## config.mk

```make
export PLATFORM = sky130hd
export DESIGN_NAME = cap_timer
export DESIGN_NICKNAME = d
export VERILOG_FILES = /design/src/rtl/tmr_pkg.sv /design/src/rtl/tmr_edge_det.sv /design/src/rtl/tmr_count.sv /design/src/rtl/tmr_cap_route.sv /design/src/rtl/cap_timer.sv
export SDC_FILE = /design/constraint.sdc
export NUM_CORES = 1
export LEC_CHECK = 0
export ABC_CLOCK_PERIOD_IN_PS = 1800
export BUFFER_PORTS_ARGS = -buffer_cell sky130_fd_sc_hd__buf_2
export CAP_MARGIN = 20
export CORE_ASPECT_RATIO = 0.75
export CORE_MARGIN = 2
export CORE_UTILIZATION = 47
export DETAILED_ROUTE_END_ITERATION = 16
export PLACE_DENSITY = 0.8
export SETUP_SLACK_MARGIN = 0.02
export SLEW_MARGIN = 30
export SYNTH_ARGS = -nofsm -noshare
export SYNTH_HDL_FRONTEND = slang
export SYNTH_SLANG_ARGS = --single-unit
```

## constraint.sdc

```tcl
create_clock -name clk_i -period 1.8 [get_ports clk_i]
set_input_delay 0.54 -clock clk_i [delete_from_list [all_inputs] [get_ports clk_i]]
set_output_delay 0.54 -clock clk_i [all_outputs]
set_load 0.02 [all_outputs]
```

## src/rtl/tmr_pkg.sv

```systemverilog
package tmr_pkg;
  typedef enum logic [1:0] {
    SRC_PIN = 2'b00,
    SRC_T1  = 2'b01,
    SRC_T4  = 2'b10,
    SRC_T16 = 2'b11
  } src_e;

  typedef enum logic [1:0] {
    CAP_OFF       = 2'b00,
    CAP_PIN_RISE  = 2'b01,
    CAP_PIN_BOTH  = 2'b10,
    CAP_TRIG_BOTH = 2'b11
  } cap_e;

  typedef struct packed {
    cap_e cap;
    logic clr_en;
    src_e src;
  } mode_t;

  localparam int SRC_LSB   = 0;
  localparam int CLR_BIT   = 2;
  localparam int CAP_LSB   = 3;
  localparam int SWCAP_BIT = 5;
  localparam int MODE_W    = $bits(mode_t);
  localparam int NUM_CAP   = 2;
endpackage

```

## src/rtl/tmr_edge_det.sv

```systemverilog
module tmr_edge_det #(
  parameter int STAGES = 2
) (
  input  logic clk_i,
  input  logic rst_ni,
  input  logic d_i,
  output logic rise_o,
  output logic fall_o
);
  localparam int LAST = STAGES - 1;

  logic [STAGES-1:0] sync_q;
  logic              prev_q;

  generate
    for (genvar i = 0; i < STAGES; i++) begin : g_sync
      if (i == 0) begin : g_first
        always_ff @(posedge clk_i or negedge rst_ni) begin
          if (!rst_ni) sync_q[i] <= 1'b0;
          else         sync_q[i] <= d_i;
        end
      end else begin : g_next
        always_ff @(posedge clk_i or negedge rst_ni) begin
          if (!rst_ni) sync_q[i] <= 1'b0;
          else         sync_q[i] <= sync_q[i-1];
        end
      end
    end
  endgenerate

  always_ff @(posedge clk_i or negedge rst_ni) begin
    if (!rst_ni) prev_q <= 1'b0;
    else         prev_q <= sync_q[LAST];
  end

  assign rise_o = sync_q[LAST] & ~prev_q;
  assign fall_o = ~sync_q[LAST] & prev_q;
endmodule

```

## src/rtl/tmr_count.sv

```systemverilog
module tmr_count #(
  parameter int CNT_W = 16
) (
  input  logic             clk_i,
  input  logic             rst_ni,
  input  logic             en_i,
  input  logic             clr_en_i,
  input  logic [CNT_W-1:0] cmp_i,
  output logic [CNT_W-1:0] cnt_o
);
  logic [CNT_W-1:0] cnt_q;
  logic             hit;

  assign hit = clr_en_i && (cnt_q == cmp_i);

  always_ff @(posedge clk_i or negedge rst_ni) begin
    if (!rst_ni) begin
      cnt_q <= '0;
    end else if (en_i) begin
      // clear wins over increment; natural wrap otherwise
      if (hit) cnt_q <= '0;
      else     cnt_q <= cnt_q + 1'b1;
    end
  end

  assign cnt_o = cnt_q;
endmodule

```

## src/rtl/tmr_cap_route.sv

```systemverilog
module tmr_cap_route
  import tmr_pkg::*;
(
  input  cap_e                 cap_i,
  input  logic                 sw_cap_i,
  input  logic                 pin_rise_i,
  input  logic                 pin_fall_i,
  input  logic                 trig_rise_i,
  input  logic                 trig_fall_i,
  output logic [NUM_CAP-1:0]   ld_o,
  output logic                 irq_evt_o
);
  logic hw0, hw1;

  always_comb begin
    hw0 = 1'b0;
    hw1 = 1'b0;
    unique case (cap_i)
      CAP_OFF:       ;
      CAP_PIN_RISE:  hw0 = pin_rise_i;
      CAP_PIN_BOTH:  begin hw0 = pin_rise_i;  hw1 = pin_fall_i;  end
      CAP_TRIG_BOTH: begin hw0 = trig_rise_i; hw1 = trig_fall_i; end
      default:       ;
    endcase
  end

  // software strobe and hardware both load the live count; strobe has priority
  assign ld_o[0]   = sw_cap_i | hw0;
  assign ld_o[1]   = hw1;
  assign irq_evt_o = (cap_i == CAP_PIN_BOTH) ? pin_fall_i : pin_rise_i;
endmodule

```

## src/rtl/cap_timer.sv

```systemverilog
module cap_timer
  import tmr_pkg::*;
#(
  parameter int CNT_W       = 16,
  parameter int SYNC_STAGES = 2
) (
  input  logic             clk_i,
  input  logic             rst_ni,
  input  logic             wr_en_i,
  input  logic             addr_i,
  input  logic [CNT_W-1:0] wdata_i,
  output logic [CNT_W-1:0] rdata_o,
  input  logic             cap_pin_i,
  input  logic             trig_i,
  input  logic             tick_t1_i,
  input  logic             tick_t4_i,
  input  logic             tick_t16_i,
  output logic [CNT_W-1:0] cnt_o,
  output logic [CNT_W-1:0] cap0_o,
  output logic [CNT_W-1:0] cap1_o,
  output logic             irq_o
);
  localparam logic ADDR_MODE = 1'b0;
  localparam logic ADDR_CMP  = 1'b1;

  mode_t            mode_q;
  logic [CNT_W-1:0] cmp_q;
  logic             wr_mode, wr_cmp, sw_cap;
  logic             pin_rise, pin_fall, trig_rise, trig_fall;
  logic             cnt_en;
  logic [CNT_W-1:0] cnt;
  logic [NUM_CAP-1:0] ld;
  logic             irq_evt, irq_q;
  logic [CNT_W-1:0] cap_q [NUM_CAP];

  assign wr_mode = wr_en_i && (addr_i == ADDR_MODE);
  assign wr_cmp  = wr_en_i && (addr_i == ADDR_CMP);
  assign sw_cap  = wr_mode && !wdata_i[SWCAP_BIT];

  always_ff @(posedge clk_i or negedge rst_ni) begin
    if (!rst_ni) begin
      mode_q <= '{cap: CAP_OFF, clr_en: 1'b0, src: SRC_PIN};
    end else if (wr_mode) begin
      mode_q.src    <= src_e'(wdata_i[SRC_LSB +: 2]);
      mode_q.clr_en <= wdata_i[CLR_BIT];
      mode_q.cap    <= cap_e'(wdata_i[CAP_LSB +: 2]);
    end
  end

  always_ff @(posedge clk_i or negedge rst_ni) begin
    if (!rst_ni)     cmp_q <= '0;
    else if (wr_cmp) cmp_q <= wdata_i;
  end

  assign rdata_o = (addr_i == ADDR_MODE) ? CNT_W'(mode_q) : cmp_q;

  tmr_edge_det #(.STAGES(SYNC_STAGES)) u_pin_edge (
    .clk_i (clk_i),
    .rst_ni(rst_ni),
    .d_i   (cap_pin_i),
    .rise_o(pin_rise),
    .fall_o(pin_fall)
  );

  tmr_edge_det #(.STAGES(SYNC_STAGES)) u_trig_edge (
    .clk_i (clk_i),
    .rst_ni(rst_ni),
    .d_i   (trig_i),
    .rise_o(trig_rise),
    .fall_o(trig_fall)
  );

  always_comb begin
    unique case (mode_q.src)
      SRC_PIN: cnt_en = pin_rise;
      SRC_T1:  cnt_en = tick_t1_i;
      SRC_T4:  cnt_en = tick_t4_i;
      SRC_T16: cnt_en = tick_t16_i;
      default: cnt_en = 1'b0;
    endcase
  end

  tmr_count #(.CNT_W(CNT_W)) u_count (
    .clk_i   (clk_i),
    .rst_ni  (rst_ni),
    .en_i    (cnt_en),
    .clr_en_i(mode_q.clr_en),
    .cmp_i   (cmp_q),
    .cnt_o   (cnt)
  );

  tmr_cap_route u_route (
    .cap_i      (mode_q.cap),
    .sw_cap_i   (sw_cap),
    .pin_rise_i (pin_rise),
    .pin_fall_i (pin_fall),
    .trig_rise_i(trig_rise),
    .trig_fall_i(trig_fall),
    .ld_o       (ld),
    .irq_evt_o  (irq_evt)
  );

  generate
    for (genvar c = 0; c < NUM_CAP; c++) begin : g_cap
      always_ff @(posedge clk_i or negedge rst_ni) begin
        if (!rst_ni)   cap_q[c] <= '0;
        else if (ld[c]) cap_q[c] <= cnt;
      end
    end
  endgenerate

  always_ff @(posedge clk_i or negedge rst_ni) begin
    if (!rst_ni) irq_q <= 1'b0;
    else         irq_q <= irq_evt;
  end

  assign cnt_o  = cnt;
  assign cap0_o = cap_q[0];
  assign cap1_o = cap_q[1];
  assign irq_o  = irq_q;
endmodule

```

==> impl_results.md, run 1 <==
* Standard-cell row count at 27
* Signal arrival time at the worst endpoint at 1.26 ns
* Via/cell ratio at between 5 and 6
* Number of failing setup endpoints in the final timing report at 0
* Most utilized layer in the global route result: met2
* Worst-skew pair later-pin latency at 0.34 ns
* Cell total after placement at just under 500
* Area enclosed by the die boundary at just over 8000 um^2
* Area of the core at 7230 um^2
* Total leakage power at 0.00217 uW
* Crit share post-route at 100%
* Number of synthesized flops with an enable pin at 0
* Final-report max-slew violation count at 0
* Fraction of the yosys area taken by sequential cells at between 50% and 60%
* Final HPWL from detailed placement at 5.88 mm
* Detailed router's first-iteration violation count at 86
* Register bit total from synthesis at 76
* Die X at 103 um
* Routability congestion estimate at 0.822
* # port buffers at 89
* Number of detailed-routing iterations run before antenna repair at 4
* Post-synthesis async set-or-reset flop share at 100%
* Initial Utilization at a little under half
* Setup repair after global routing missed its margin: yes
* Worst slew pin tran at 0.442 ns
* Global routing met2 resource utilization at 33.4%
* Clock tree buffer depth at 2
* Antenna Cells at 0
* Top-level I/O count at 90
* Fin nets at approximately 440
* Met3 Track Usage GR at about 6.3%
* Maxcap violations at 0
* Post-synthesis instance area at between 3000 and 4000 um^2
* Max transition margin at 70.5%
* Clock buffer count from CTS at 9
* Fill cell count at 601
* Final cell utilization of the core at 63.7%
* Worst Setup Path Type: flop to primary output
* Worst vdd rail ir drop at 432 uV
* Number of antenna violations at the first check in global routing at 0
* Maximum fanout along the worst path at 2
* Total gr overflow at 0
* Number of cells in the finished layout apart from fillers at 517
* Dominant cells by area after synthesis: sky130_fd_sc_hd__dfrtp_1, sky130_fd_sc_hd__mux2_2, sky130_fd_sc_hd__xor2_1, sky130_fd_sc_hd__nand2_1, sky130_fd_sc_hd__and2_1
* Chip Height at 78.2 um
* Synth Warn # at 0
* Type of origin of the critical path: flop
* Hold Vio Cnt, Final at 0
* Count of nets left with antenna violations after detail routing at 0
* Syn nets at around 320
* Final clock skew at 0.00784 ns
* Largest area contributor in the netlist: sky130_fd_sc_hd__dfrtp_1
* Residual DRC count at 0
* Result of the run: complete, no violations
* Largest net degree at the start of global routing at 34
* Root buffer cell: sky130_fd_sc_hd__clkbuf_8
* Worst EP required at 1.26 ns
* Share of cells above drive strength 1 at 51.2%
* H-tree Lvls at 3
* Final Critical Period at 1.80 ns
* Global-route usage over all layers at between 20% and 30%
* Sinks on the clock net at 76
* Layout overhead on the synthesized area at 33.3%
* Synth top area share at 55.1%
* Commonest register cell after synthesis: sky130_fd_sc_hd__dfrtp_1
* Count of mapped cells out of synthesis at 290
* Total via count in the routed design at 2689
* Post-Route WL at roughly 8.4 mm
* Achievable clock frequency at 556 MHz
* Routed length per instance at roughly 16 um
* Clock edge transition at the registers on the reported setup and hold paths at 0.07 ns
* Endpoint kind of the worst setup timing path: primary output
* Mapped Avg Cell Area at 11.9 um^2
* Clock tree from TritonCTS: yes
* Via count of the first global-routing pass at 2680
* Global-route wire length before repair at roughly 13 mm
* GRT met1 Usage at 29.9%
* Cts hold-fix bufs at 0
* Power density over the cells at 963 nW/um^2
* Class of the most critical hold timing path: input pin to async pin
* Distinct cell type count of the synthesized netlist at 32
==> routing by layer <==
| metal | share of wire (%) | up-vias |
|---|---|---|
| met2 | 46 | 86 |
| met1 | 47 | 1336 |
| met5 | 0 | - |
| met4 | 1.1 | 0 |
| met3 | 5.9 | 8 |
| li1 | - | 1259 |
==> final timing paths <==
path / startpoint / to / slack [ns] / depth (start not counted)
worst max-delay path: mode_q[0]$_DFFE_PN0N_ / rdata_o[0] / 0.0004 / 3
worst min-delay path: rst_ni / cap0_o[1]$_DFFE_PN0P_ / 0.14 / 1
worst max register to register: mode_q[0]$_DFFE_PN0N_ / u_count.cnt_o[4]$_DFFE_PN0P_ / 0.02 / 6
worst min register to register: u_pin_edge.sync_q[0]$_DFF_PN0_ / u_pin_edge.sync_q[1]$_DFF_PN0_ / 0.36 / 0
max in group asynchronous: rst_ni / mode_q[1]$_DFFE_PN0N_ / 1.18 / 2
min in group clk_i: cap_pin_i / u_pin_edge.sync_q[0]$_DFF_PN0_ / 0.30 / 1
==> sequential cells by signal, indices dropped and copies added (netlist names) <==
register	count
u_trig_edge.sync_q	2
irq_o	1
mode_q	5
u_pin_edge.prev_q	1
cap1_o	16
cap0_o	16
u_trig_edge.prev_q	1
u_pin_edge.sync_q	2
u_count.cnt_o	16
cmp_q	16
==> worst max-delay path, stage by stage, from the launching register on <==
cell                      delay, ns
sky130_fd_sc_hd__dfrtp_1       0.40
sky130_fd_sc_hd__buf_6         0.12
sky130_fd_sc_hd__mux2_2        0.26
sky130_fd_sc_hd__buf_6         0.13
==> timing repair <==
item                                    CTS  global route
pin swaps                                 0             7
endpoints found under the setup margin    9            32
gates resized for setup                   5            22
buffers inserted                          3             4
gates cloned                              0             1
hold endpoints to repair                  0             0
==> power by group <==
group / internal [uW] / leakage, uW / switching (uW)
clock network: 565 / 0.0000893 / 582
registers: 1900 / 0.000891 / 181
logic: 572 / 0.00119 / 631
==> placed cells by master (no fill, tap or decap), types with 2 or more instances in the layout <==
master and instances:
sky130_fd_sc_hd__buf_2 85, sky130_fd_sc_hd__dfrtp_1 73, sky130_fd_sc_hd__mux2_2 52, sky130_fd_sc_hd__buf_4 30
sky130_fd_sc_hd__nand2_1 25, sky130_fd_sc_hd__xor2_1 15, sky130_fd_sc_hd__and2_1 13, sky130_fd_sc_hd__o21ai_0 11
sky130_fd_sc_hd__clkbuf_8 11, sky130_fd_sc_hd__nor3_1 10, sky130_fd_sc_hd__nor2_1 6, sky130_fd_sc_hd__nand4_1 6
sky130_fd_sc_hd__o21ai_1 6, sky130_fd_sc_hd__a21oi_1 6, sky130_fd_sc_hd__buf_12 6, sky130_fd_sc_hd__mux2i_1 5
sky130_fd_sc_hd__buf_6 5, sky130_fd_sc_hd__nand3b_1 4, sky130_fd_sc_hd__nor4_1 3, sky130_fd_sc_hd__and3_1 3
sky130_fd_sc_hd__o31a_1 3, sky130_fd_sc_hd__ha_1 3, sky130_fd_sc_hd__dfrtp_2 3, sky130_fd_sc_hd__inv_2 2
sky130_fd_sc_hd__o21ai_2 2, sky130_fd_sc_hd__nand2b_1 2, sky130_fd_sc_hd__nand3_1 2, sky130_fd_sc_hd__a21oi_2 2
sky130_fd_sc_hd__clkbuf_1 2, sky130_fd_sc_hd__clkinv_2 2
==> logic make-up after synthesis <==
kind of cell	after synthesis	synth area share [%]
compound gates	35	5.98
simple gates	82	12.5
flops	76	55.1
fa+ha+maj	4	1.45
buf+inv	19	2.25
xor+xnor	16	4.06
mux	58	18.7
==> metrics by stage <==
step | hold WS [ns] | setup WS [ns] | setup TNS (ns) | total power [uW] | cell area, um^2
finish | 0.136 | 0.000411 | 0 | 4430 | 4600
global route | 0.154 | -0.0366 | -0.172 | 4660 | 4600
CTS | 0.140 | -0.0119 | -0.0165 | 4380 | 4490
detailed placement | 0.340 | -0.0106 | -0.0106 | 3200 | 4290
global placement | 0.336 | 0.0153 | 0 | 3170 | 4290
floorplan | 0.244 | 0.0400 | 0 | 2740 | 3480
==> synthesized netlist by cell type, types with 2 or more instances <==
library cell	count
sky130_fd_sc_hd__nor2_1	7
sky130_fd_sc_hd__o31a_1	3
sky130_fd_sc_hd__dfrtp_1	76
sky130_fd_sc_hd__mux2i_1	5
sky130_fd_sc_hd__nand3_1	2
sky130_fd_sc_hd__buf_2	5
sky130_fd_sc_hd__xor2_1	15
sky130_fd_sc_hd__and2_1	13
sky130_fd_sc_hd__and4_1	2
sky130_fd_sc_hd__clkbuf_1	11
sky130_fd_sc_hd__inv_1	3
sky130_fd_sc_hd__a21oi_1	8
sky130_fd_sc_hd__nor4_1	3
sky130_fd_sc_hd__mux2_2	53
sky130_fd_sc_hd__ha_1	4
sky130_fd_sc_hd__o21ai_1	3
sky130_fd_sc_hd__nor3_1	11
sky130_fd_sc_hd__o21ai_0	16
sky130_fd_sc_hd__nand4_1	6
sky130_fd_sc_hd__and3_1	4
sky130_fd_sc_hd__nand2_1	25
sky130_fd_sc_hd__nand2b_1	2
sky130_fd_sc_hd__nand3b_1	4
==> final cells by class <==
class / count / area, um^2 / share of cell area [%]
clock buffers: 13 / 159 / 3.45
clock inverters: 2 / 10.0 / 0.217
inverters: 3 / 11.3 / 0.245
multi-input cells: 195 / 1540 / 33.5
flip-flops and latches: 76 / 1910 / 41.4
well taps: 101 / 126 / 2.74
repair buffers: 127 / 852 / 18.5
Power figures use the tool's default switching activity.
==> inputs of run 2 (changes only) <==
- ABC_AREA: not set -> 1
- CORE_UTILIZATION: 47 -> 49
- PLACE_DENSITY: 0.8 -> 0.82
==> run 2 against run 1 <==
Sequential share of layout area shrank 1.5 points. Fmax grew 5.0%. Synthesized area grew 10%. Sequential power grew 17%. Non-clock buffer count shrank 16. Wire length grew 25%. Register-to-register slack gained 0.13 ns. Power grew 40%. Largest cell class unchanged. Largest power group unchanged. Highest routed layer unchanged.
==> impl_results.md, run 2 <==
* Result of the run: complete, no violations (unchanged)
* Die X at 106 um (was 103 um)
* Residual DRC count at 0 (unchanged)
* Register bit total from synthesis at 76 (unchanged)
* Most repeated cell in the gate-level netlist after synthesis: sky130_fd_sc_hd__nand2_1 (was sky130_fd_sc_hd__dfrtp_1)
* Post-synthesis instance area at 3810 um^2 (was 3450 um^2)
* Clock tree from TritonCTS: yes (unchanged)
* Final Worst Setup Slack at 0.0854 ns (was 0.000411 ns)
* Post-Route WL at 10.5 mm (was 8.39 mm)
* Number of synthesized flops with an enable pin at 0 (unchanged)
* Distinct cell type count of the synthesized netlist at 21 (was 32)
* Setup TNS at 0 ns (unchanged)
* # port buffers at 89 (unchanged)
* Total via count in the routed design at 3726 (was 2689)
* H-tree Lvls at 3 (unchanged)
* Global-route wire length before repair at 17.0 mm (was 13.0 mm)
* Count of mapped cells out of synthesis at 516 (was 290)
* Total leakage power at 0.00261 uW (was 0.00217 uW)
* Max transition margin at 73.3% (was 70.5%)
* Post-synthesis async set-or-reset flop share at 100% (unchanged)
* Root buffer cell: sky130_fd_sc_hd__clkbuf_8 (unchanged)
* Synth top area share at 49.9% (was 55.1%)
* Area share of fa/ha/maj cells after synthesis at 1.31% (was 1.45%)
* Worst Setup Path Type: flop to primary output (unchanged)
* Post-synthesis simple-gate area fraction at 31.0% (was 12.5%)
* Synth Area in XOR/XNOR at 0.920% (was 4.06%)
* DP Area at 4500 um^2 (was 4290 um^2)
* Endpoint kind of the worst setup timing path: primary output (unchanged)
* Combined buffer and inverter count along the critical path at 2 (unchanged)
* Count of nets left with antenna violations after detail routing at 0 (unchanged)
* Largest area contributor in the netlist: sky130_fd_sc_hd__dfrtp_1 (unchanged)
* Top Family by Delay on Critical Path: flip-flops (unchanged)
* Met1 routed wirelength after detailed routing at 4.92 mm (was 3.95 mm)
* Dominant combinational cell family by area after synthesis: simple AND/OR/NAND/NOR gates (was multiplexers)
* Initial Utilization at 51.2% (was 47.8%)
* Number of antenna violations at the first check in global routing at 0 (unchanged)
* Clock edge transition at the registers on the reported setup and hold paths at 0.09 ns (was 0.07 ns)
* Final Critical Period at 1.71 ns (was 1.80 ns)
* Commonest non-fill, non-tap cell in the layout: sky130_fd_sc_hd__nand2_1 (was sky130_fd_sc_hd__buf_2)
* Detail Route met3 WL at 1.04 mm (was 492 um)
* Pre-CTS WS at 0.0923 ns (was -0.0106 ns)
* Number of detailed-routing iterations run before antenna repair at 5 (was 4)
* Clock tree buffer depth at 2 (unchanged)
* Global-route usage over all layers at 26.0% (was 21.5%)
* Via/cell ratio at 5.10 (was 5.20)
* Top metal layer carrying routed signals: met4 (unchanged)
* Chip Height at 80.4 um (was 78.2 um)
* Final clock skew at 0.00914 ns (was 0.00784 ns)
* Number of failing setup endpoints in the final timing report at 0 (unchanged)
* Maxcap violations at 0 (unchanged)
* Top cell types by occurrence after synthesis: sky130_fd_sc_hd__nand2_1, sky130_fd_sc_hd__nor2_1, sky130_fd_sc_hd__dfrtp_1 (was sky130_fd_sc_hd__dfrtp_1, sky130_fd_sc_hd__mux2_2, sky130_fd_sc_hd__nand2_1)
* Largest net degree at the start of global routing at 77 (was 34)
* Final HPWL from detailed placement at 7.87 mm (was 5.88 mm)
* Synth Warn # at 0 (unchanged)
* Fraction of the yosys area taken by sequential cells at 49.9% (was 55.1%)
* Fin nets at 654 (was 441)
* Antenna Cells at 0 (unchanged)
* WL met2 at 4.36 mm (was 3.85 mm)
* Hold Vio Cnt, Final at 0 (unchanged)
* Area of the core at 7430 um^2 (was 7230 um^2)
* Worst-skew pair later-pin latency at 0.37 ns (was 0.34 ns)
* Maximum fanout along the worst path at 3 (was 2)
* Top-level I/O count at 90 (unchanged)
* Power density over the cells at 1300 nW/um^2 (was 963 nW/um^2)
* Dominant cells by area after synthesis: sky130_fd_sc_hd__dfrtp_1, sky130_fd_sc_hd__nand2_1, sky130_fd_sc_hd__nor2_1, sky130_fd_sc_hd__inv_1, sky130_fd_sc_hd__a21oi_1 (was sky130_fd_sc_hd__dfrtp_1, sky130_fd_sc_hd__mux2_2, sky130_fd_sc_hd__xor2_1, sky130_fd_sc_hd__nand2_1, sky130_fd_sc_hd__and2_1)
* Type of origin of the critical path: flop (unchanged)
* Share of the synthesized area in compound gates (AO/OA/AOI/OAI) at 8.74% (was 5.98%)
* Worst vdd rail ir drop at 693 uV (was 432 uV)
* Clock buffer count from CTS at 9 (unchanged)
* Syn nets at 545 (was 319)
* Delay of the slowest cell on the worst path at 0.39 ns (was 0.40 ns)
* Mapped Avg Cell Area at 7.38 um^2 (was 11.9 um^2)
* Detailed router's first-iteration violation count at 278 (was 86)
* Achievable clock frequency at 583 MHz (was 556 MHz)
* Class of the most critical hold timing path: input pin to async pin (unchanged)
* Final-report max-slew violation count at 0 (unchanged)
* Routability congestion estimate at 0.965 (was 0.822)
* Share of cells above drive strength 1 at 23.2% (was 51.2%)
* Routed length per instance at 14.3 um (was 16.2 um)
* Worst EP required at 1.26 ns (about the same)
* Via count of the first global-routing pass at 3394 (was 2680)
* Layout overhead on the synthesized area at 25.2% (was 33.3%)
* Worst slew pin tran at 0.401 ns (was 0.442 ns)
* Sinks on the clock net at 76 (unchanged)
* Crit share post-route at 95.3% (was 100%)
* Area enclosed by the die boundary at 8500 um^2 (was 8060 um^2)
* Most used cells in the layout excluding fill and tap cells: sky130_fd_sc_hd__nand2_1, sky130_fd_sc_hd__buf_2, sky130_fd_sc_hd__nor2_1, sky130_fd_sc_hd__dfrtp_1, sky130_fd_sc_hd__inv_1 (was sky130_fd_sc_hd__buf_2, sky130_fd_sc_hd__dfrtp_1, sky130_fd_sc_hd__mux2_2, sky130_fd_sc_hd__buf_4, sky130_fd_sc_hd__nand2_1)
* Total gr overflow at 0 (unchanged)
* Setup repair after global routing missed its margin: no (was yes)
* Commonest register cell after synthesis: sky130_fd_sc_hd__dfrtp_1 (unchanged)
* Worst-path cell with the longest stage delay: sky130_fd_sc_hd__dfrtp_1 (unchanged)
* Multiplexer share of the synthesized area at 0% (was 18.7%)
* Cell Chain, Critical Path: inv_1 -> o21ai_0 -> buf_2 (was buf_6 -> mux2_2 -> buf_6)
* Area of all placed cells without fillers at 4770 um^2 (was 4600 um^2)
* Signal arrival time at the worst endpoint at 1.17 ns (was 1.26 ns)
* Standard-cell row count at 27 (unchanged)
-- run 2: routing by layer --
metal,GRT usage [%],up-vias
met4,5.53,0
li1,-,1823
met3,7.55,18
met2,38.3,190
met5,0,-
met1,38.1,1695
-- run 2: power by group --
group / total (uW) / leakage (uW) / switching [uW] / internal, uW
clock network: 1530 / 0.000113 / 698 / 831
logic: 2250 / 0.00158 / 1490 / 756
registers: 2430 / 0.000910 / 309 / 2120
-- run 2: cell families after synthesis --
logic type	Yosys count
flops	76
simple gates	288
fa+ha+maj	4
xor+xnor	4
compound gates	65
buf+inv	79
-- run 2: final cells by class --
class / count / area (um^2)
multi-input combinational: 361 / 1610
sequential: 76 / 1900
clock buffer: 10 / 138
inverter: 66 / 248
clock inverter: 6 / 93.8
tap: 101 / 126
fill: 660 / 2670
timing repair buffer: 111 / 648
-- run 2: stage by stage --
| stage | cells | utilization (%) | total power [uW] | hold slack (ns) |
|---|---|---|---|---|
| 6_report | 731 | 64.1 | 6210 | 0.189 |
| 5_1_grt | 731 | 64.1 | 6540 | 0.240 |
| 4_1_cts | 728 | 63.7 | 6180 | 0.216 |
| 3_5_place_dp | 712 | 60.5 | 4680 | 0.343 |
| 3_3_place_gp | 712 | 60.5 | 4600 | 0.332 |
| 2_1_floorplan | 516 | - | 3820 | 0.244 |
-- run 2: path summary, 6_finish.rpt --
kind                                              endpoint  depth (start not counted)                       startpoint  slack (ns)
max                                             rdata_o[0]                          3            mode_q[0]$_DFFE_PN0N_        0.09
min reg2reg                u_trig_edge.sync_q[1]$_DFF_PN0_                          0  u_trig_edge.sync_q[0]$_DFF_PN0_        0.36
min in group clk_i         u_trig_edge.sync_q[0]$_DFF_PN0_                          1                           trig_i        0.28
max in group asynchronous     u_count.cnt_o[6]$_DFFE_PN0P_                          2                           rst_ni        1.28
min                                  cap1_o[4]$_DFFE_PN0P_                          2                           rst_ni        0.19
max reg2reg                   u_count.cnt_o[3]$_DFFE_PN0P_                          9    u_count.cnt_o[15]$_DFFE_PN0P_        0.15
-- run 2: what timing repair did --
| item | CTS | global route |
|---|---|---|
| hold buffers | 0 | 0 |
| gates resized for setup | 0 | 5 |
| setup buffers | 0 | 3 |
| setup endpoints to repair | 0 | 8 |
-- run 2: worst reg2reg max path, delay by kind of cell, from the launching register on --
family	cells	cell delay [ns]
buffers and inverters	1	0.18
flip-flops	1	0.45
AND/OR/NAND/NOR	8	0.91
